### src/rtl/pcc_pkg.sv
package pcc_pkg;
    typedef enum logic [1:0] {
        MODE_PASS     = 2'b00,
        MODE_LATCH    = 2'b01,
        MODE_REG      = 2'b10,
        MODE_PASS_ALT = 2'b11
    } cell_mode_e;

    localparam int MODE_W = 2;
endpackage

### src/rtl/pcc_enable_sel.sv
module pcc_enable_sel #(
    parameter int N_GRP = 5
) (
    input  logic             clk_i,
    input  logic             rst_ni,
    input  logic [N_GRP-1:0] arr_term_i,
    input  logic             strobe_i,
    input  logic [N_GRP-1:0] src_sel_i,
    output logic [N_GRP-1:0] en_o,
    output logic [N_GRP-1:0] rise_o
);
    typedef struct packed {
        logic [N_GRP-1:0] prev;
    } sel_state_t;

    sel_state_t st_d, st_q;

    always_comb begin
        st_d   = st_q;
        en_o   = (src_sel_i & {N_GRP{strobe_i}}) | (~src_sel_i & arr_term_i);
        rise_o = en_o & ~st_q.prev;
        st_d.prev = en_o;
    end

    always_ff @(posedge clk_i or negedge rst_ni) begin
        if (!rst_ni) st_q <= '0;
        else         st_q <= st_d;
    end

    for (genvar g = 0; g < N_GRP; g++) begin : g_chk
        AST_RISE_NEEDS_EN: assert property (@(posedge clk_i) disable iff (!rst_ni)
            rise_o[g] |-> en_o[g]) else $error("rise without enable");
        AST_RISE_NOT_TWICE: assert property (@(posedge clk_i) disable iff (!rst_ni)
            rise_o[g] |=> !rise_o[g]) else $error("rise repeated");
    end
endmodule

### src/rtl/pcc_cell_group.sv
module pcc_cell_group
    import pcc_pkg::*;
#(
    parameter int GRP_W = 4
) (
    input  logic                  clk_i,
    input  logic                  rst_ni,
    input  logic [GRP_W-1:0]      pin_i,
    input  logic [MODE_W*GRP_W-1:0] mode_i,
    input  logic                  en_i,
    input  logic                  rise_i,
    output logic [GRP_W-1:0]      out_o
);
    typedef struct packed {
        logic [GRP_W-1:0] store;
    } grp_state_t;

    grp_state_t st_d, st_q;

    always_comb begin
        cell_mode_e m;
        st_d  = st_q;
        out_o = '0;
        for (int i = 0; i < GRP_W; i++) begin
            m = cell_mode_e'(mode_i[MODE_W*i +: MODE_W]);
            case (m)
                MODE_LATCH: begin
                    if (en_i) st_d.store[i] = pin_i[i];
                    out_o[i] = en_i ? pin_i[i] : st_q.store[i];
                end
                MODE_REG: begin
                    if (rise_i) st_d.store[i] = pin_i[i];
                    out_o[i] = st_q.store[i];
                end
                default: out_o[i] = pin_i[i];
            endcase
        end
    end

    always_ff @(posedge clk_i or negedge rst_ni) begin
        if (!rst_ni) st_q <= '0;
        else         st_q <= st_d;
    end

    for (genvar i = 0; i < GRP_W; i++) begin : g_chk
        AST_REG_CAPTURE: assert property (@(posedge clk_i) disable iff (!rst_ni)
            (mode_i[MODE_W*i +: MODE_W] == 2'b10 && rise_i)
            |=> (mode_i[MODE_W*i +: MODE_W] != 2'b10 || out_o[i] == $past(pin_i[i])))
            else $error("register capture missed");
        AST_REG_HOLD: assert property (@(posedge clk_i) disable iff (!rst_ni)
            (mode_i[MODE_W*i +: MODE_W] == 2'b10 && !rise_i)
            |=> (mode_i[MODE_W*i +: MODE_W] != 2'b10 || $stable(out_o[i])))
            else $error("register output moved");
        AST_LATCH_HOLD: assert property (@(posedge clk_i) disable iff (!rst_ni)
            (mode_i[MODE_W*i +: MODE_W] == 2'b01 && !en_i)
            |=> (mode_i[MODE_W*i +: MODE_W] != 2'b01 || en_i || $stable(out_o[i])))
            else $error("closed latch moved");
    end
endmodule

### src/rtl/pcc_read_mux.sv
module pcc_read_mux #(
    parameter int A_W = 8,
    parameter int B_W = 8,
    parameter int C_W = 4,
    parameter int D_W = 8,
    localparam int N_CELLS = A_W + B_W + C_W
) (
    input  logic [N_CELLS-1:0] cells_i,
    input  logic [1:0]         rd_sel_i,
    output logic [D_W-1:0]     rd_data_o
);
    always_comb begin
        rd_data_o = '0;
        case (rd_sel_i)
            2'd0:    rd_data_o[A_W-1:0] = cells_i[A_W-1:0];
            2'd1:    rd_data_o[B_W-1:0] = cells_i[A_W +: B_W];
            2'd2:    rd_data_o[C_W-1:0] = cells_i[A_W+B_W +: C_W];
            default: rd_data_o = '0;
        endcase
    end
endmodule

### src/rtl/port_capture_cells.sv
module port_capture_cells
    import pcc_pkg::*;
#(
    parameter int A_W   = 8,
    parameter int B_W   = 8,
    parameter int C_W   = 4,
    parameter int GRP_W = 4,
    parameter int D_W   = 8,
    localparam int N_CELLS = A_W + B_W + C_W,
    localparam int N_GRP   = N_CELLS / GRP_W
) (
    input  logic                      clk_i,
    input  logic                      rst_ni,
    input  logic [A_W-1:0]            pin_a_i,
    input  logic [B_W-1:0]            pin_b_i,
    input  logic [C_W-1:0]            pin_c_i,
    input  logic [N_GRP-1:0]          arr_term_i,
    input  logic                      addr_strobe_i,
    input  logic [MODE_W*N_CELLS-1:0] cfg_mode_i,
    input  logic [N_GRP-1:0]          cfg_src_i,
    input  logic [1:0]                rd_sel_i,
    output logic [N_CELLS-1:0]        bus_o,
    output logic [D_W-1:0]            rd_data_o
);
    logic [N_CELLS-1:0] cell_pin;
    logic [N_GRP-1:0]   grp_en;
    logic [N_GRP-1:0]   grp_rise;

    assign cell_pin = {pin_c_i, pin_b_i, pin_a_i};

    pcc_enable_sel #(.N_GRP(N_GRP)) u_sel (
        .clk_i      (clk_i),
        .rst_ni     (rst_ni),
        .arr_term_i (arr_term_i),
        .strobe_i   (addr_strobe_i),
        .src_sel_i  (cfg_src_i),
        .en_o       (grp_en),
        .rise_o     (grp_rise)
    );

    for (genvar g = 0; g < N_GRP; g++) begin : g_grp
        pcc_cell_group #(.GRP_W(GRP_W)) u_grp (
            .clk_i  (clk_i),
            .rst_ni (rst_ni),
            .pin_i  (cell_pin[g*GRP_W +: GRP_W]),
            .mode_i (cfg_mode_i[g*GRP_W*MODE_W +: GRP_W*MODE_W]),
            .en_i   (grp_en[g]),
            .rise_i (grp_rise[g]),
            .out_o  (bus_o[g*GRP_W +: GRP_W])
        );
    end

    pcc_read_mux #(.A_W(A_W), .B_W(B_W), .C_W(C_W), .D_W(D_W)) u_rd (
        .cells_i   (bus_o),
        .rd_sel_i  (rd_sel_i),
        .rd_data_o (rd_data_o)
    );

    for (genvar c = 0; c < N_CELLS; c++) begin : g_pass_chk
        AST_PASS_FOLLOWS: assert property (@(posedge clk_i) disable iff (!rst_ni)
            (cfg_mode_i[MODE_W*c] == cfg_mode_i[MODE_W*c+1]) |-> bus_o[c] == cell_pin[c])
            else $error("pass cell differs from pin");
    end

    AST_PORTC_UPPER_ZERO: assert property (@(posedge clk_i) disable iff (!rst_ni)
        (rd_sel_i == 2'd2) |-> rd_data_o[D_W-1:C_W] == '0)
        else $error("port C upper bits set");
    AST_IDLE_SEL_ZERO: assert property (@(posedge clk_i) disable iff (!rst_ni)
        (rd_sel_i == 2'd3) |-> rd_data_o == '0)
        else $error("unused select not zero");
endmodule

### config.mk
export PLATFORM = sky130hd
export DESIGN_NAME = port_capture_cells
export DESIGN_NICKNAME = d
export VERILOG_FILES = /design/src/rtl/pcc_pkg.sv /design/src/rtl/pcc_enable_sel.sv /design/src/rtl/pcc_cell_group.sv /design/src/rtl/pcc_read_mux.sv /design/src/rtl/port_capture_cells.sv
export SDC_FILE = /design/constraint.sdc
export NUM_CORES = 1
export LEC_CHECK = 0
export BUFFER_PORTS_ARGS = -buffer_cell sky130_fd_sc_hd__buf_2
export CAP_MARGIN = 20
export CORE_ASPECT_RATIO = 1.25
export CORE_UTILIZATION = 30
export DETAILED_ROUTE_END_ITERATION = 6
export GPL_TIMING_DRIVEN = 0
export SETUP_SLACK_MARGIN = 0.3
export SYNTH_ARGS = -nofsm -noshare
export SYNTH_HDL_FRONTEND = slang
export SYNTH_SLANG_ARGS = --single-unit
### constraint.sdc
create_clock -name clk_i -period 1.5 [get_ports clk_i]
set_input_delay 0.15 -clock clk_i [delete_from_list [all_inputs] [get_ports clk_i]]
set_output_delay 0.15 -clock clk_i [all_outputs]
set_load 0.02 [all_outputs]
==> results.cfg, run 1 <==
[critical_path]
end_kind = primary output
crit_type = reg2out
cp_data_required_time_ns = 1.35
path_max_fanout = 3
arrival_ns = 1.59
startpoint_type = flop

[synth]
syn_inst = 310
async_reset_ff_share_pct = 100
yosys.area.top_type_share_pct = 24.0
ys_warn_count = 0
netlist-cell-type-count = 32
synth_fp_nets = 425
synth_area_leader_cell = dfrtp_1
ys_top_cells_by_area = dfrtp_1 (24%), ha_1 (19%), inv_1 (9.7%)
syn_area_sq_um = 2600
synth_edf_count = 0
seq_area_frac_synth_pct = 24.0
avgSynthCellArea_sq_um = 8.40
synth_seq_cells = 25
ys_dominant_reg_cell = dfrtp_1

[route]
routedWlPerCell_um = 14.1
first_pass_iters = 4
drt_iter0_drc = 59
drt-total-wl_um = 7610
drc = 0
vias_per_cell = 5.09
ant_nets = 0
route.vias.total = 2753

[sta]
maxSlewViolCount = 0
tightestPinTransition_ns = 0.630
hold_viol_final = 0
finalCriticalPeriod_ns = 1.74
finalCritPeriodShare_pct = 116
rsz0062_at_grt = true
fin_skew_ns = 0.00685
setup_tns_ns = -1.27
clock.fmax_ghz = 0.575
setup_viol = 8
fin_ws_ns = -0.238
relSlewSlack_pct = 58.0

[global_route]
grt_pass1_wl_um = 12400
grt_usage_pct = 16.8
grt_pass1_vias = 2840
grt_max_degree = 26
antenna_found_initial = 0
overflow = 0

[pwr]
powerDensity_nw_per_um2 = 671
finalPower_mw = 2.92
vdd_drop_max_mv = 0.333
p_leak_nw = 2.11

[placed_design]
place_congestion = 0.797
port_buffers = 102
dp_hpwl_um = 5910

[clock_tree]
tritoncts = built
clkTransAtPathRegs_ns = 0.09
clkLatencyLatePin_ns = 0.27
clk_path_buf_depth = 2
cts_root_buffer = clkbuf_8
htree_levels = 1
cts.sinks = 25
cts_buffers = 3

[run_status]
status = finished, violations left
violations = setup timing

[floorplanning]
die_h_um = 106
die-area_sq_um = 9060
std_cell_rows = 37
initial_core_util_pct = 31.3
die_w_um = 85.3
core_area_sq_um = 8330
ios = 103

[job]
maxCapViolations = 0

[layout]
drive_above_1_share_pct = 53.2
final_util_pct = 52.2
layout.nets = 560
fillers = 772
syn2layout_area_growth_pct = 67.1
antenna_cells = 0

[worst_hold_path]
hp-class = in2reg
[final timing paths]
path,start,to,slack (ns),cells past startpoint
max,g_grp[3].u_grp.st_q[2],rd_data_o[6],-0.24,4
min reg2reg,g_grp[3].u_grp.st_q[3],g_grp[3].u_grp.st_q[3],0.52,2
min in group asynchronous,rst_ni,g_grp[0].u_grp.st_q[0],0.42,2
min,pin_b_i[6],g_grp[3].u_grp.st_q[2],0.15,2
max reg2reg,u_sel.st_q[0],g_grp[0].u_grp.st_q[2],0.31,2
max in group asynchronous,rst_ni,u_sel.st_q[0],0.64,2
[state kept, by name, indices dropped and copies added (netlist names)]
signal / cells
u_sel.st_q: 5
g_grp.u_grp.st_q: 20
[cells in the final DEF (no fill, tap or decap), types with 2 or more instances in the layout]
cell | synthesis | routed
nor2_1 | 9 | 9
a31oi_1 | 4 | 4
o32ai_4 | 0 | 11
buf_2 | 1 | 69
dfrtp_2 | 0 | 2
ha_1 | 40 | 32
mux2i_4 | 3 | 5
a21oi_2 | 2 | 20
inv_1 | 67 | 53
nand3_2 | 0 | 7
o21ai_0 | 23 | 23
nor2b_1 | 2 | 2
and3b_1 | 8 | 8
a211oi_2 | 0 | 6
dfrtp_1 | 25 | 23
inv_2 | 1 | 12
nand2_1 | 14 | 14
buf_4 | 1 | 22
clkbuf_8 | 0 | 3
nand4b_1 | 8 | 8
o31ai_1 | 11 | 11
a22o_4 | 0 | 4
a21oi_4 | 0 | 7
a21oi_1 | 28 | 3
buf_6 | 1 | 39
mux2_2 | 9 | 9
a211o_1 | 4 | 4
nand3_1 | 16 | 9
inv_8 | 0 | 2
a311oi_2 | 0 | 4
ha_4 | 0 | 8
a211oi_1 | 8 | 2
[synthesized netlist by cell type, types with 3 or more instances]
master / number
a211oi_1: 8
a22o_1: 4
o31ai_1: 11
mux2i_4: 3
o32ai_1: 9
mux2_2: 9
a21oi_1: 28
a211o_1: 4
o21ai_0: 23
a311oi_1: 4
dfrtp_1: 25
nand3_1: 16
nand2_1: 14
nor2_1: 9
ha_1: 40
inv_1: 67
nand4b_1: 8
and3b_1: 8
a31oi_1: 4
[report_power, final]
| part | total (mW) | leakage (nW) | switching [mW] | internal, mW |
|---|---|---|---|---|
| Clock | 0.421 | 0.0255 | 0.235 | 0.186 |
| Combinational | 1.62 | 1.78 | 0.802 | 0.814 |
| Sequential | 0.884 | 0.299 | 0.0833 | 0.800 |
[per-layer routing]
layer | part of all wire (%) | track usage [%] | up-vias
li1 | - | - | 1380
met1 | 40 | 19.2 | 1302
met2 | 54 | 31.9 | 59
met3 | 4.2 | 2.41 | 12
met4 | 1.9 | 5.24 | 0
met5 | 0 | 0 | -
[cells by family after synthesis]
logic type	count (synthesis)	share of synthesized area, %
AOI/OAI and AO/OA	101	25.9
buffers and inverters	72	10.9
and+or+nand+nor	58	12.6
adders and majority gates	40	19.2
DFF	25	24.0
muxes	14	7.40
[what timing repair did]
item / CTS / global route
hold endpoints to repair: 25 / 0
pin swaps: 29 / 9
hold buffers: 1 / 0
endpoints found under the setup margin: 29 / 34
resized for setup: 107 / 17
setup buffers: 24 / 3
[per-stage QoR]
step	hold slack, ns	cells	instance area (sq um)	setup WS, ns
3_3_place_gp	0.207	509	3630	-0.278
6_report	0.148	541	4350	-0.238
2_1_floorplan	-0.146	310	3000	0.0645
3_5_place_dp	0.210	509	3630	-0.258
5_1_grt	0.143	541	4350	-0.310
4_1_cts	0.145	538	4260	-0.220
[worst max-delay path, cell delays in order, from the launching register on]
cell	delay [ns]
dfrtp_1	0.40
and4b_1	0.18
a311o_2	0.37
a22o_4	0.25
buf_6	0.13
[area by class of cell]
| cell class | count | area, sq um | area share [%] |
|---|---|---|---|
| multi-input combinational | 213 | 2280 | 52.4 |
| timing repair buffer | 130 | 961 | 22.1 |
| sequential | 25 | 628 | 14.4 |
| inverter | 68 | 275 | 6.32 |
| tap | 97 | 121 | 2.79 |
| clock buffer | 3 | 41.3 | 0.949 |
| buffer | 4 | 38.8 | 0.891 |
| clock inverter | 1 | 5.00 | 0.115 |
Note: power is estimated with default switching activity, not from simulation.
==> run 2: changes to the inputs <==
--- a/config.mk
+++ b/config.mk
@@ -11,7 +11,6 @@
 export CORE_UTILIZATION = 30
 export DETAILED_ROUTE_END_ITERATION = 6
 export GPL_TIMING_DRIVEN = 0
-export SETUP_SLACK_MARGIN = 0.3
 export SYNTH_ARGS = -nofsm -noshare
 export SYNTH_HDL_FRONTEND = slang
 export SYNTH_SLANG_ARGS = --single-unit
==> constraint.sdc (replaced) <==
create_clock -name clk_i -period 2 [get_ports clk_i]
set_input_delay 0.2 -clock clk_i [delete_from_list [all_inputs] [get_ports clk_i]]
set_output_delay 0.2 -clock clk_i [all_outputs]
set_load 0.02 [all_outputs]
==> run 2 against run 1 <==
Net effect: the run now ends clean; worst hold slack better by 0.040 ns; clock skew down 0.0033 ns; register-to-register slack better by 0.47 ns; count of clock-buffer cells in the layout unchanged; cell count down 5.0%; combinational power down 54%; design area down 24%; via count down 4.6%; setup slack better by 0.37 ns; critical endpoint is now rd_data_o[5]; largest power group unchanged.
==> results.cfg, run 2 (same netlist as run 1, synthesis figures left out) <==
[clock_tree]
tritoncts = built
cts.sinks = 25
cts_root_buffer = clkbuf_8
htree_levels = 1
clkTransAtPathRegs_ns = 0.09
clk_path_buf_depth = 2
clkLatencyLatePin_ns = 0.27
cts_buffers = 3

[sta]
finalCritPeriodShare_pct = 93.4
relSlewSlack_pct = 59.2
rsz0062_at_grt = false
fin_ws_ns = 0.131
finalCriticalPeriod_ns = 1.87
clock.fmax_ghz = 0.535
tightestPinTransition_ns = 0.612
setup_viol = 0
hold_viol_final = 0
maxSlewViolCount = 0
setup_tns_ns = 0
fin_skew_ns = 0.00358

[layout]
final_common_cell = buf_2
antenna_cells = 0
final_util_pct = 39.7
reg_top3 = g_grp.u_grp.st_q x20, u_sel.st_q x5
most-common-layout-cells = buf_2 (103), inv_1 (67), ha_1 (40), a21oi_1 (28), dfrtp_1 (25)
largest_register_ffs = 20
layout.nets = 533
top_register = g_grp.u_grp.st_q
fin_area_sq_um = 3300
syn2layout_area_growth_pct = 26.8
drive_above_1_share_pct = 30.9

[critical_path]
rrSetupSlack_ns = 0.78
end_kind = primary output
path_buf_inv = 3
startpoint = addr_strobe_i
crit_family = compound AO/OA/AOI/OAI gates
max_stage_delay_ns = 0.40
crit_top_cell = buf_2
path_max_fanout = 10
worstReg2RegEnd = g_grp[4].u_grp.st_q[3]
cp_num_cells = 7
startpoint_type = primary input
r2r_start = u_sel.st_q[4]
crit_chain = buf_2 -> mux2i_2 -> buf_6 -> a21oi_1 -> o32ai_1 -> a22o_1 -> buf_2
cpMaxStageDelayCell = o32ai_1
arrival_ns = 1.67
reg2reg_depth = 2
cp_data_required_time_ns = 1.80
crit_type = in2out

[route]
route.vias.total = 2626
ant_nets = 0
first_pass_iters = 4
drt_iter0_drc = 147
drt-total-wl_um = 6950
routedWlPerCell_um = 13.5
vias_per_cell = 5.11
drc = 0

[placed_design]
dp_hpwl_um = 5750
port_buffers = 102
place_congestion = 0.804
pre_cts_ws_ns = 0.0741
dpl-instance-area_sq_um = 3240

[job]
maxCapViolations = 0

[worst_hold_path]
worstHoldStart = pin_b_i[4]
hold_end = g_grp[3].u_grp.st_q[0]
min_path_cells = 3
hp-class = in2reg

[pwr]
powerDensity_nw_per_um2 = 521
vdd_drop_max_mv = 0.233
finalPower_mw = 1.72
p_leak_nw = 1.80

[floorplanning]
die_h_um = 106
die_w_um = 85.3
std_cell_rows = 37
die-area_sq_um = 9060
ios = 103
initial_core_util_pct = 31.3
core_area_sq_um = 8330

[run_status]
status = finished clean

[global_route]
overflow = 0
grt_pass1_vias = 2443
antenna_found_initial = 0
grt_usage_pct = 15.1
grt_max_degree = 26
grt_pass1_wl_um = 11000
==> run 2: changes by cell type in the layout (fill, tap and decap cells not counted), sizes merged <==
| cell | previous run | this run |
|---|---|---|
| clkbuf | 4 | 3 |
| buf | 132 | 106 |
==> run 2: worst reg2reg max path: stages (launching register included) <==
cell and delay [ns]:
dfrtp_1 0.44, a211oi_1 0.31, mux2_2 0.37
==> run 2: area by class of cell <==
class	count	area [sq um]
fill	882	5030
multi-input combinational	213	1710
sequential	25	626
timing repair buffer	103	520
inverter	68	255
tap	97	121
clock buffer	3	41.3
buffer	4	27.5
clock inverter	1	5.00
==> run 2: power by group <==
part	internal (mW)	total [mW]	switching (mW)
logic	0.324	0.751	0.427
registers	0.600	0.660	0.0603
clock network	0.140	0.312	0.172
==> run 2: worst max path at each step <==
stage	end	slack, ns
floorplan	rd_data_o[2]	0.15
global placement	rd_data_o[3]	0.1
detailed placement	rd_data_o[3]	0.07
CTS	rd_data_o[3]	0.06
global route	rd_data_o[2]	0.03
finish	rd_data_o[5]	0.13
==> run 2: metrics by stage <==
step / cells / hold WS, ns
floorplan: 310 / -0.0956
detailed placement: 509 / 0.248
CTS: 514 / 0.184
finish: 514 / 0.189
global placement: 509 / 0.253
global route: 514 / 0.185
==> run 2: timing repair <==
item | in CTS | in global routing
hold buffers | 1 | 0
resized for setup | 0 | 2
setup endpoints to repair | 0 | 4
hold endpoints to repair | 25 | 0
buffers inserted | 0 | 0
==> run 2: routing by layer <==
| layer | vias up | track usage (%) | routed length [um] |
|---|---|---|---|
| met5 | - | 0 | 0 |
| met4 | 0 | 5.00 | 99 |
| met3 | 6 | 1.55 | 254 |
| met2 | 61 | 27.3 | 3500 |
| met1 | 1233 | 18.5 | 3100 |
| li1 | 1326 | - | - |
